===== config.mk =====
export PLATFORM = sky130hd
export DESIGN_NAME = pg_shaper
export DESIGN_NICKNAME = d
export VERILOG_FILES = /design/src/rtl/pg_pkg.sv /design/src/rtl/pg_shaper.sv
export SDC_FILE = /design/constraint.sdc
export NUM_CORES = 1
export LEC_CHECK = 0
export ABC_AREA = 1
export ABC_CLOCK_PERIOD_IN_PS = 1300
export BUFFER_PORTS_ARGS = -buffer_cell sky130_fd_sc_hd__buf_4
export CORE_MARGIN = 8
export CORE_UTILIZATION = 37
export DETAILED_ROUTE_END_ITERATION = 8
export GPL_ROUTABILITY_DRIVEN = 0
export PLACE_DENSITY = 0.84
export SYNTH_ARGS = -nofsm -noshare
export SYNTH_HDL_FRONTEND = slang
export SYNTH_SLANG_ARGS = --single-unit

===== constraint.sdc =====
create_clock -name vclk -period 1.3
set_clock_uncertainty 0.1 [all_clocks]
set_input_delay 0.13 -clock vclk [all_inputs]
set_output_delay 0.13 -clock vclk [all_outputs]
set_load 0.05 [all_outputs]

===== src/rtl/pg_pkg.sv =====
package pg_pkg;

    typedef enum logic [1:0] {
        PG_SEEK   = 2'd0,
        PG_BLANK  = 2'd1,
        PG_ACTIVE = 2'd2
    } pg_state_e;

    localparam logic [1:0] MODE_GRAD = 2'd0;
    localparam logic [1:0] MODE_INV  = 2'd1;

    localparam logic [1:0] SRC_GEN   = 2'd0;
    localparam logic [1:0] SRC_ZERO  = 2'd1;
    localparam logic [1:0] SRC_MID   = 2'd2;
    localparam logic [1:0] SRC_FULL  = 2'd3;

    function automatic logic mode_is_line(input logic [1:0] m);
        return m[1];
    endfunction

endpackage


===== src/rtl/pg_shaper.sv =====
module pg_shaper
    import pg_pkg::*;
#(
    parameter int CH_W   = 8,
    parameter int STEP_W = 8
) (
    input  logic [CH_W-1:0]   h_top,
    input  logic [STEP_W-1:0] h_phase,
    input  logic              h_odd,
    input  logic [STEP_W-1:0] v_phase,
    input  logic              v_odd,
    input  logic [1:0]        h_mode,
    input  logic [1:0]        v_mode,
    input  logic [5:0]        col_sel,
    output logic [3*CH_W-1:0] rgb
);

    localparam logic [CH_W-1:0] LVL_MID = CH_W'(1) << (CH_W - 1);

    logic            line_any;
    logic            line_hit;
    logic            flip;
    logic [CH_W-1:0] gen;

    always_comb begin
        line_any = mode_is_line(h_mode) | mode_is_line(v_mode);
        line_hit = (mode_is_line(h_mode) && (h_phase == '0)) ||
                   (mode_is_line(v_mode) && (v_phase == '0));
        flip     = ((v_mode == MODE_INV) & v_odd) ^ ((h_mode == MODE_INV) & h_odd);
        if (line_any) begin
            gen = line_hit ? '1 : '0;
        end else begin
            gen = h_top ^ {CH_W{flip}};
        end
    end

    for (genvar c = 0; c < 3; c++) begin : g_chan
        always_comb begin
            unique case (col_sel[2*c +: 2])
                SRC_GEN:  rgb[c*CH_W +: CH_W] = gen;
                SRC_ZERO: rgb[c*CH_W +: CH_W] = '0;
                SRC_MID:  rgb[c*CH_W +: CH_W] = LVL_MID;
                SRC_FULL: rgb[c*CH_W +: CH_W] = '1;
                default:  rgb[c*CH_W +: CH_W] = '0;
            endcase
        end
    end

endmodule


**Word level (Yosys, flattened, before mapping)**

Index checks and enable logic that the tools add are counted.

- Output and inout port bits: 24
- Input port bits: 36
- Register bits: 0

- Reductions and logical operators: 8
- Multiplexer cells: 5
- Bitwise logic cells: 5
- Equality and inequality tests: 11

Operator list:

| operator | count |
|---|---|
| $pmux W8 S4 | 3 |
| $logic_not A8 Y1 | 2 |
| $mux W8 | 2 |
| $eq A2 B2 Y1 const B | 6 |
| $eq A2 B1 Y1 const B | 5 |
| $xor A8 B8 Y8 | 1 |
| $logic_not A2 Y1 | 3 |
| $and A1 B1 Y1 | 2 |
| $logic_and A1 B1 Y1 | 2 |
| $logic_or A1 B1 Y1 | 1 |
| $or A1 B1 Y1 | 1 |
| $xor A1 B1 Y1 | 1 |

**Longest topological paths before layout**

Gate-level depths: netlist of the first run.

- Depth after elaboration: 6
- Depth in mapped cells: 9
- Gate-level depth less buffers: 9

**Worst setup path after synthesis of the first run**

OpenSTA, ideal clock, no wires.

- Path kind: input-to-output
- Start: input h_mode[1]
- End: output rgb[10]
- Stages: 9
- Arrival: 1.056 ns
- Data required time: 1.070 ns
- Setup slack: 0.014 ns
- Cells stage by stage: inv_2 > nand3_2 > nand2_4 > nand2_8 > nand2_1 > nand3_1 > nand2_2 > nand2_1 > nand2_1

- Longest elaborated chain between the ends: 6

Ends and longest elaborated chain:

| what | RTL line | RTL |
|---|---|---|
| start, declared | pg_shaper.sv:12 | `input logic [1:0] h_mode,` |
| $eq A2 B1 Y1 | pg_shaper.sv:29 | `flip = ((v_mode == MODE_INV) & v_odd) ^ ((h_mode == MODE_INV) & h_odd);` |
| $and A1 B1 Y1 | pg_shaper.sv:29 |  |
| $xor A1 B1 Y1 | pg_shaper.sv:29 |  |
| $xor A8 B8 Y8 | pg_shaper.sv:33 | `gen = h_top ^ {CH_W{flip}};` |
| $mux W8 (*) | pg_shaper.sv:30 | `if (line_any) begin` |
| $pmux W8 S4 (*) | pg_shaper.sv:39 | `unique case (col_sel[2*c +: 2])` |
| end, declared | pg_shaper.sv:15 | `output logic [3*CH_W-1:0] rgb` |

Mark *: on every way between the ends. The rest lies on a longest branch, timed or not.

**Worst setup path after layout of the first run**

- Start: input h_mode[1]
- End: output rgb[13]

Same word-level chain as after synthesis.

==> metrics.cfg, run 1 <==
[timing]
worstMarginPinSlew_ps = 357
setup-tns-final_ps = -3770
clock.fmax_mhz = 651
hold_violations = 0
grt_setup_unrepaired = true
slew_violations = 0
fin_crit_ps = 1530
worst_slack_ps = -235
maxSlewHeadroom = 0.761
whs_ps = 520
setup_viol = 24
fin_crit_sh = 1.18

[die]
pin_count = 60
core-area_um2 = 1490
die_h_um = 55.6
start_util = 0.389
die-area_um2 = 3090
die_width_um = 55.6
rows = 14

[pwr]
p_total_w = 0.000661
ir_drop_uv = 357
p_leak_nw = 0.759
pwr_density_cell_nw_per_um2 = 473

[yosys]
syn_area_um2 = 579
synth_nets = 158
yosysTopAreaCell = nand2_1
ys_seq_area_frac = 0
synth_warnings = 0
yosysUniqueCellTypes = 13
yosysMostFrequentCell = nand2_1
synth.area.top_cells = nand2_1, nand3_1, nand2_2, inv_1, nor2_2
yosys-top-cells-count = nand2_1, nand3_1, inv_1
synthDominantCellAreaShare = 0.395
syn_area_per_cell_um2 = 4.75
syn-instance-count = 122

[final_layout]
clock_buffers = 0
seq_cells = 0
drive_above_1_share = 0.631
ff_latch_area_um2 = 0
antenna_cells = 0
fill_cells = 52
area_delta_synth_final_pct = 141
nets = 225

[worst_hold_path]
worstHoldEndpoint = rgb[15]
worstHoldStart = col_sel[3]
min_delay_path_depth = 4
min_path_type = input pin to output port

[setup_path]
path_buf_inv = 3
slowest_delay_ps = 290
critPathLaunchType = input pin
path_delay_family = simple AND/OR/NAND/NOR gates
critPathCaptureType = output port
cp_max_fo = 8
cp_cell_sequence = buf_12, clkinv_8, nor2_4, nand3_2, nor2b_4, nor2_4, nand2_2, nand2_1, nand2_1, buf_6
worstPathRequired_ps = 1070
critPathKind = input pin to output port
worstSetupStartpoint = h_mode[1]
crit_slowest_cell = nor2_4
cp_data_arrival_time_ps = 1300

[place]
dp_hpwl_um = 2050
port_buffers = 60

[route]
wl_per_cell_um = 22.5
viasPerCell = 6.23
vias = 1265
first_pass_iters = 5
drcViolationCount = 0
wirelength_um = 4570
dr.first_iter.drc_count = 91
drtAntennaViolNets = 0

[run]
maxCapViolCount = 0

[grt]
grt.overflow.total = 0
grt_start_max_net_pins = 9
grt.total_usage = 0.179
grt_pass1_vias = 1104
grt_pass1_wl_um = 4900
antenna_found_initial = 0

[outcome]
violations = negative setup slack
status = finished, violations left

[clock_network]
cts_setup_buffers = 0

how the worst max path moves through the flow:
stage | endpoint | slack (ps) | depth (start not counted)
CTS | rgb[14] | -50 | 11
global placement | rgb[19] | -80 | 10
finish | rgb[13] | -230 | 10
global route | rgb[13] | -250 | 10
detailed placement | rgb[3] | -110 | 11
floorplan | rgb[10] | 10 | 9
cell type report:
type / count / area [um^2] / area share
multi-input combinational: 111 / 688 / 0.493
inverter: 13 / 73.8 / 0.0529
timing repair buffer: 63 / 614 / 0.440
tap: 16 / 20.0 / 0.0143
cell families (layout without fill, tap and decap cells):
family / Yosys count / in the layout / synth area share
simple gates: 109 / 111 / 0.916
buf+inv: 13 / 76 / 0.0842
where the power goes:
part           switching [W]  total [W]  leakage, nW  internal [W]
clock network              0          0            0             0
logic               0.000411   0.000661        0.759      0.000250
registers                  0          0            0             0
cell usage in the layout (no fill, tap or decap), drive strengths merged:
cell,count
nor3,2
nor2b,2
buf,63
nand2,74
nand3,20
nor2,13
clkinv,2
inv,11
stage by stage:
step	utilization	std cells	cell area, um^2	setup slack [ps]
4_1_cts	0.860	203	1280	-53.3
3_3_place_gp	0.720	201	1070	-83.1
3_5_place_dp	0.720	201	1070	-114
5_1_grt	0.938	203	1400	-252
2_1_floorplan	-	122	579	14.4
6_report	0.938	203	1400	-235
timing repair:
action,4_1_cts,5_1_grt
setup endpoints to repair,24,24
gates resized for setup,49,33
hold buffers,0,0
pin swaps,16,14
gates cloned,2,0
per-layer routing:
layer	vias to the layer above	global-route usage	wire length [um]	share of wire
li1	513	-	-	-
met1	563	0.187	1380	0.30
met2	138	0.359	2260	0.50
met3	51	0.0297	503	0.11
met4	0	0.0282	415	0.091
met5	-	0	0	0
No activity file was read; power rests on OpenSTA's default activity.
==> inputs of run 2 (changes only) <==
--- a/config.mk
+++ b/config.mk
@@ -13,6 +13,7 @@
 export DETAILED_ROUTE_END_ITERATION = 8
 export GPL_ROUTABILITY_DRIVEN = 0
 export PLACE_DENSITY = 0.84
+export SKIP_LAST_GASP = 1
 export SYNTH_ARGS = -nofsm -noshare
 export SYNTH_HDL_FRONTEND = slang
 export SYNTH_SLANG_ARGS = --single-unit
==> metrics.cfg, run 2 (synthesis results as in run 1) <==
[pwr]
p_leak_nw = 0.758  ; about the same
ir_drop_uv = 372  ; +4.4%
p_total_w = 0.000647  ; -2.2%
pwr_density_cell_nw_per_um2 = 466  ; -1.5%

[final_layout]
area_delta_synth_final_pct = 139
antenna_cells = 0  ; unchanged
final_common_cell = nand2_1
drive_above_1_share = 0.615  ; -0.0160
finalInstanceArea_um2 = 1390  ; -0.72%
ff_latch_area_um2 = 0  ; unchanged
fin_util = 0.931  ; -0.00672
layout_common_cells = nand2_1, buf_4, buf_6
seq_cells = 0  ; unchanged
nets = 225  ; unchanged
clock_buffers = 0  ; unchanged

[timing]
fin_crit_sh = 1.13  ; -0.0508
clock.fmax_mhz = 681  ; +4.5%
setup_viol = 24  ; unchanged
fin_crit_ps = 1470  ; -66.0 ps
maxSlewHeadroom = 0.766  ; +0.00503
worstMarginPinSlew_ps = 350  ; -7.53 ps
slew_violations = 0  ; unchanged
hold_violations = 0  ; unchanged
grt_setup_unrepaired = true
worst_slack_ps = -169  ; +66.0 ps

[route]
vias = 1156  ; -8.6%
drtAntennaViolNets = 0  ; unchanged
wl_per_cell_um = 20.4  ; -9.1%
wirelength_um = 4150  ; -9.1%
first_pass_iters = 4  ; -1
drcViolationCount = 0  ; unchanged
viasPerCell = 5.69  ; -8.6%
dr.first_iter.drc_count = 36  ; -60%

[die]
pin_count = 60  ; unchanged
start_util = 0.389  ; unchanged
core-area_um2 = 1490  ; unchanged
die_h_um = 55.6  ; unchanged
die_width_um = 55.6  ; unchanged
rows = 14  ; unchanged
die-area_um2 = 3090  ; unchanged

[grt]
grt.overflow.total = 0  ; unchanged
antenna_found_initial = 0  ; unchanged
grt.total_usage = 0.177  ; -0.00230
grt_start_max_net_pins = 9  ; unchanged
grt_pass1_vias = 1090  ; -1.3%
grt_pass1_wl_um = 4820  ; -1.6%

[place]
dp_hpwl_um = 2050  ; unchanged
placed_area_um2 = 1070  ; unchanged
preCtsSetupSlack_ps = -114  ; unchanged
port_buffers = 60  ; unchanged

[setup_path]
critPathLaunchType = input pin
crit_path_end = rgb[17]
cp_data_arrival_time_ps = 1240  ; -60 ps
critPathKind = input pin to output port
critPathCaptureType = output port
worstPathRequired_ps = 1070  ; about the same
cp_max_fo = 8  ; unchanged
worstSetupStartpoint = v_mode[1]

[worst_hold_path]
min_path_type = input pin to output port

[run]
maxCapViolCount = 0  ; unchanged

[outcome]
status = finished, violations left
violations = negative setup slack

[clock_network]
cts_setup_buffers = 0  ; unchanged
ctsHoldBuffers = 0  ; unchanged

-- run 2: cell types whose count changed in the layout (fill, tap and decap cells not counted) --
cell and delta:
nand2_1 +1, nand2_2 -1, nor2_1 +1, nor2_2 -1, nor3_1 +1, nor3_2 -1
-- run 2: worst min-delay path by stage --
stage	startpoint	end	cells past startpoint
floorplan	col_sel[3]	rgb[15]	2
global placement	col_sel[3]	rgb[15]	4
detailed placement	col_sel[5]	rgb[23]	4
CTS	col_sel[3]	rgb[15]	4
global route	col_sel[3]	rgb[15]	4
finish	col_sel[3]	rgb[15]	4
-- run 2: what timing repair did --
item | in CTS | in global routing
pin swaps | 16 | 14
gates cloned | 2 | 0
endpoints found under the setup margin | 24 | 24
resized for setup | 48 | 31
-- run 2: power by group --
| group | switching [W] | internal, W | total (W) |
|---|---|---|---|
| sequential | 0 | 0 | 0 |
| clock | 0 | 0 | 0 |
| combinational | 0.000397 | 0.000249 | 0.000647 |
| total | 0.000397 | 0.000249 | 0.000647 |
-- run 2: layer usage --
metal  part of all wire  up-vias  GRT usage  wire length, um
li1                   -      510          -                -
met4              0.071        0     0.0282              296
met1               0.35      537      0.187             1450
met2               0.51       79      0.353             2110
met3              0.072       30     0.0274              298
met5                  0        -          0                0
-- run 2: cell type report --
class	count	area (um^2)
fillers	58	103
inverters	13	73.8
multi-input cells	111	678
well taps	16	20.0
repair buffers	63	614
-- run 2: per-stage QoR --
step	hold slack [ps]	setup TNS, ps	std cells
floorplan	472	0	122
global placement	516	-1750	201
detailed placement	524	-2180	201
CTS	506	-844	203
global route	527	-3910	203
finish	507	-2700	203
-- run 2: worst max-delay path, stage by stage --
cell and delay [ps]:
buf_12 120, clkinv_8 40, nor2_2 30, nand3_1 80, nor2b_2 60, nor2_4 260, nand2_2 150, nand2_1 110
nand2_1 80, buf_6 170
==> inputs of run 3 (changes only) <==
--- a/config.mk
+++ b/config.mk
@@ -6,13 +6,13 @@
 export NUM_CORES = 1
 export LEC_CHECK = 0
 export ABC_AREA = 1
-export ABC_CLOCK_PERIOD_IN_PS = 1300
+export ABC_CLOCK_PERIOD_IN_PS = 1760
 export BUFFER_PORTS_ARGS = -buffer_cell sky130_fd_sc_hd__buf_4
 export CORE_MARGIN = 8
-export CORE_UTILIZATION = 37
+export CORE_UTILIZATION = 40
 export DETAILED_ROUTE_END_ITERATION = 8
 export GPL_ROUTABILITY_DRIVEN = 0
-export PLACE_DENSITY = 0.84
+export PLACE_DENSITY = 0.9
 export SKIP_LAST_GASP = 1
 export SYNTH_ARGS = -nofsm -noshare
 export SYNTH_HDL_FRONTEND = slang
==> constraint.sdc (replaced) <==
create_clock -name vclk -period 1.76
set_clock_uncertainty 0.1 [all_clocks]
set_input_delay 0.176 -clock vclk [all_inputs]
set_output_delay 0.176 -clock vclk [all_outputs]
set_load 0.05 [all_outputs]
==> metrics.cfg, run 3 (synthesis results as in run 1) <==
[grt]
grt_start_max_net_pins = 10  ; +1
grt_pass1_wl_um = 3690  ; -23%
antenna_found_initial = 0  ; unchanged
grt_pass1_vias = 922  ; -15%
grt.total_usage = 0.154  ; -0.0230
grt.overflow.total = 0  ; unchanged

[die]
rows = 13  ; -1
start_util = 0.434  ; +0.0453
core-area_um2 = 1330  ; -10%
die_h_um = 54.1  ; -2.7%
die-area_um2 = 2920  ; -5.4%
pin_count = 60  ; unchanged
die_width_um = 54.1  ; -2.7%

[final_layout]
final_cells = 198  ; -2.5%
clock_buffers = 0  ; unchanged
antenna_cells = 0  ; unchanged
drive_above_1_share = 0.464  ; -0.150
ff_latch_area_um2 = 0  ; unchanged
layout_common_cells = nand2_1, buf_4, nand3_1
area_delta_synth_final_pct = 82.3
seq_cells = 0  ; unchanged
nets = 221  ; -1.8%

[timing]
fin_crit_ps = 1530
grt_setup_unrepaired = false
hold_violations = 0  ; unchanged
maxSlewHeadroom = 0.715  ; -0.0510
worstMarginPinSlew_ps = 425  ; +75.2 ps
clock.fmax_mhz = 653
slew_violations = 0  ; unchanged
setup-tns-final_ps = 0  ; +2700 ps
fin_crit_sh = 0.871
setup_viol = 0  ; -100%

[pwr]
ir_drop_uv = 199  ; -47%
pwr_density_cell_nw_per_um2 = 347  ; -26%
p_leak_nw = 0.665  ; -12%

[run]
maxCapViolCount = 0  ; unchanged

[route]
wirelength_um = 2430  ; -42%
wl_per_cell_um = 12.3  ; -40%
first_pass_iters = 4  ; unchanged
dr.first_iter.drc_count = 19  ; -47%
drcViolationCount = 0  ; unchanged
drtAntennaViolNets = 0  ; unchanged
viasPerCell = 4.74  ; -17%
vias = 939  ; -19%

[setup_path]
critPathCaptureType = output port
cp_data_arrival_time_ps = 1260  ; +20 ps
critPathKind = input pin to output port
cp_max_fo = 9  ; +1
critPathLaunchType = input pin
worstPathRequired_ps = 1480  ; +410 ps

[clock_network]
cts_setup_buffers = 0  ; unchanged
ctsHoldBuffers = 0  ; unchanged
post_cts_resized = 0  ; -100%

[place]
dp_hpwl_um = 2140  ; +4.2%
port_buffers = 60  ; unchanged
dp.cells = 198  ; -1.5%

[outcome]
status = finished, final reports clean

[worst_hold_path]
min_path_type = input pin to output port

[run 3: cell count changes in the layout (fill, tap and decap cells not counted), sizes merged]
cell,previous run,this run
inv,11,13
nand2,74,72
clkinv,2,0
buf,63,61
[run 3: stage by stage]
stage	hold WS, ps	cell area, um^2	setup slack [ps]	power, W	utilization
floorplan	564	579	382	0.000219	-
global placement	609	1060	273	0.000361	0.792
detailed placement	612	1060	235	0.000367	0.792
CTS	612	1060	231	0.000368	0.792
global route	635	1060	110	0.000390	0.792
finish	610	1060	228	0.000366	0.792
[run 3: power by group]
| group | internal (W) | switching (W) | leakage, nW |
|---|---|---|---|
| clock | 0 | 0 | 0 |
| combinational | 0.000132 | 0.000234 | 0.665 |
| sequential | 0 | 0 | 0 |
[run 3: cell type report]
| class | count | area, um^2 |
|---|---|---|
| Inverter | 13 | 48.8 |
| Timing Repair Buffer | 61 | 458 |
| Fill cell | 114 | 278 |
| Tap cell | 15 | 18.8 |
| Multi-Input combinational cell | 109 | 531 |
[run 3: routing by layer]
| layer | wire (um) | up-vias | global-route usage |
|---|---|---|---|
| li1 | - | 502 | - |
| met1 | 948 | 417 | 0.183 |
| met2 | 1350 | 20 | 0.295 |
| met3 | 131 | 0 | 0.0220 |
| met4 | 0 | 0 | 0.00410 |
| met5 | 0 | - | 0 |
[run 3: critical path, stage by stage]
cell     delay [ps]
buf_4           120
inv_2            60
nand3_2          80
nand2_4         160
nand2_8          90
nand2_1          70
nand3_1          80
nand2_2         100
nand2_1          50
nand2_1          70
buf_4           200
[run 3: worst paths after layout]
check / start / end / slack [ps] / cells after the start
setup / recovery: h_mode[1] / rgb[9] / 230 / 11
hold / removal: col_sel[5] / rgb[23] / 610 / 4
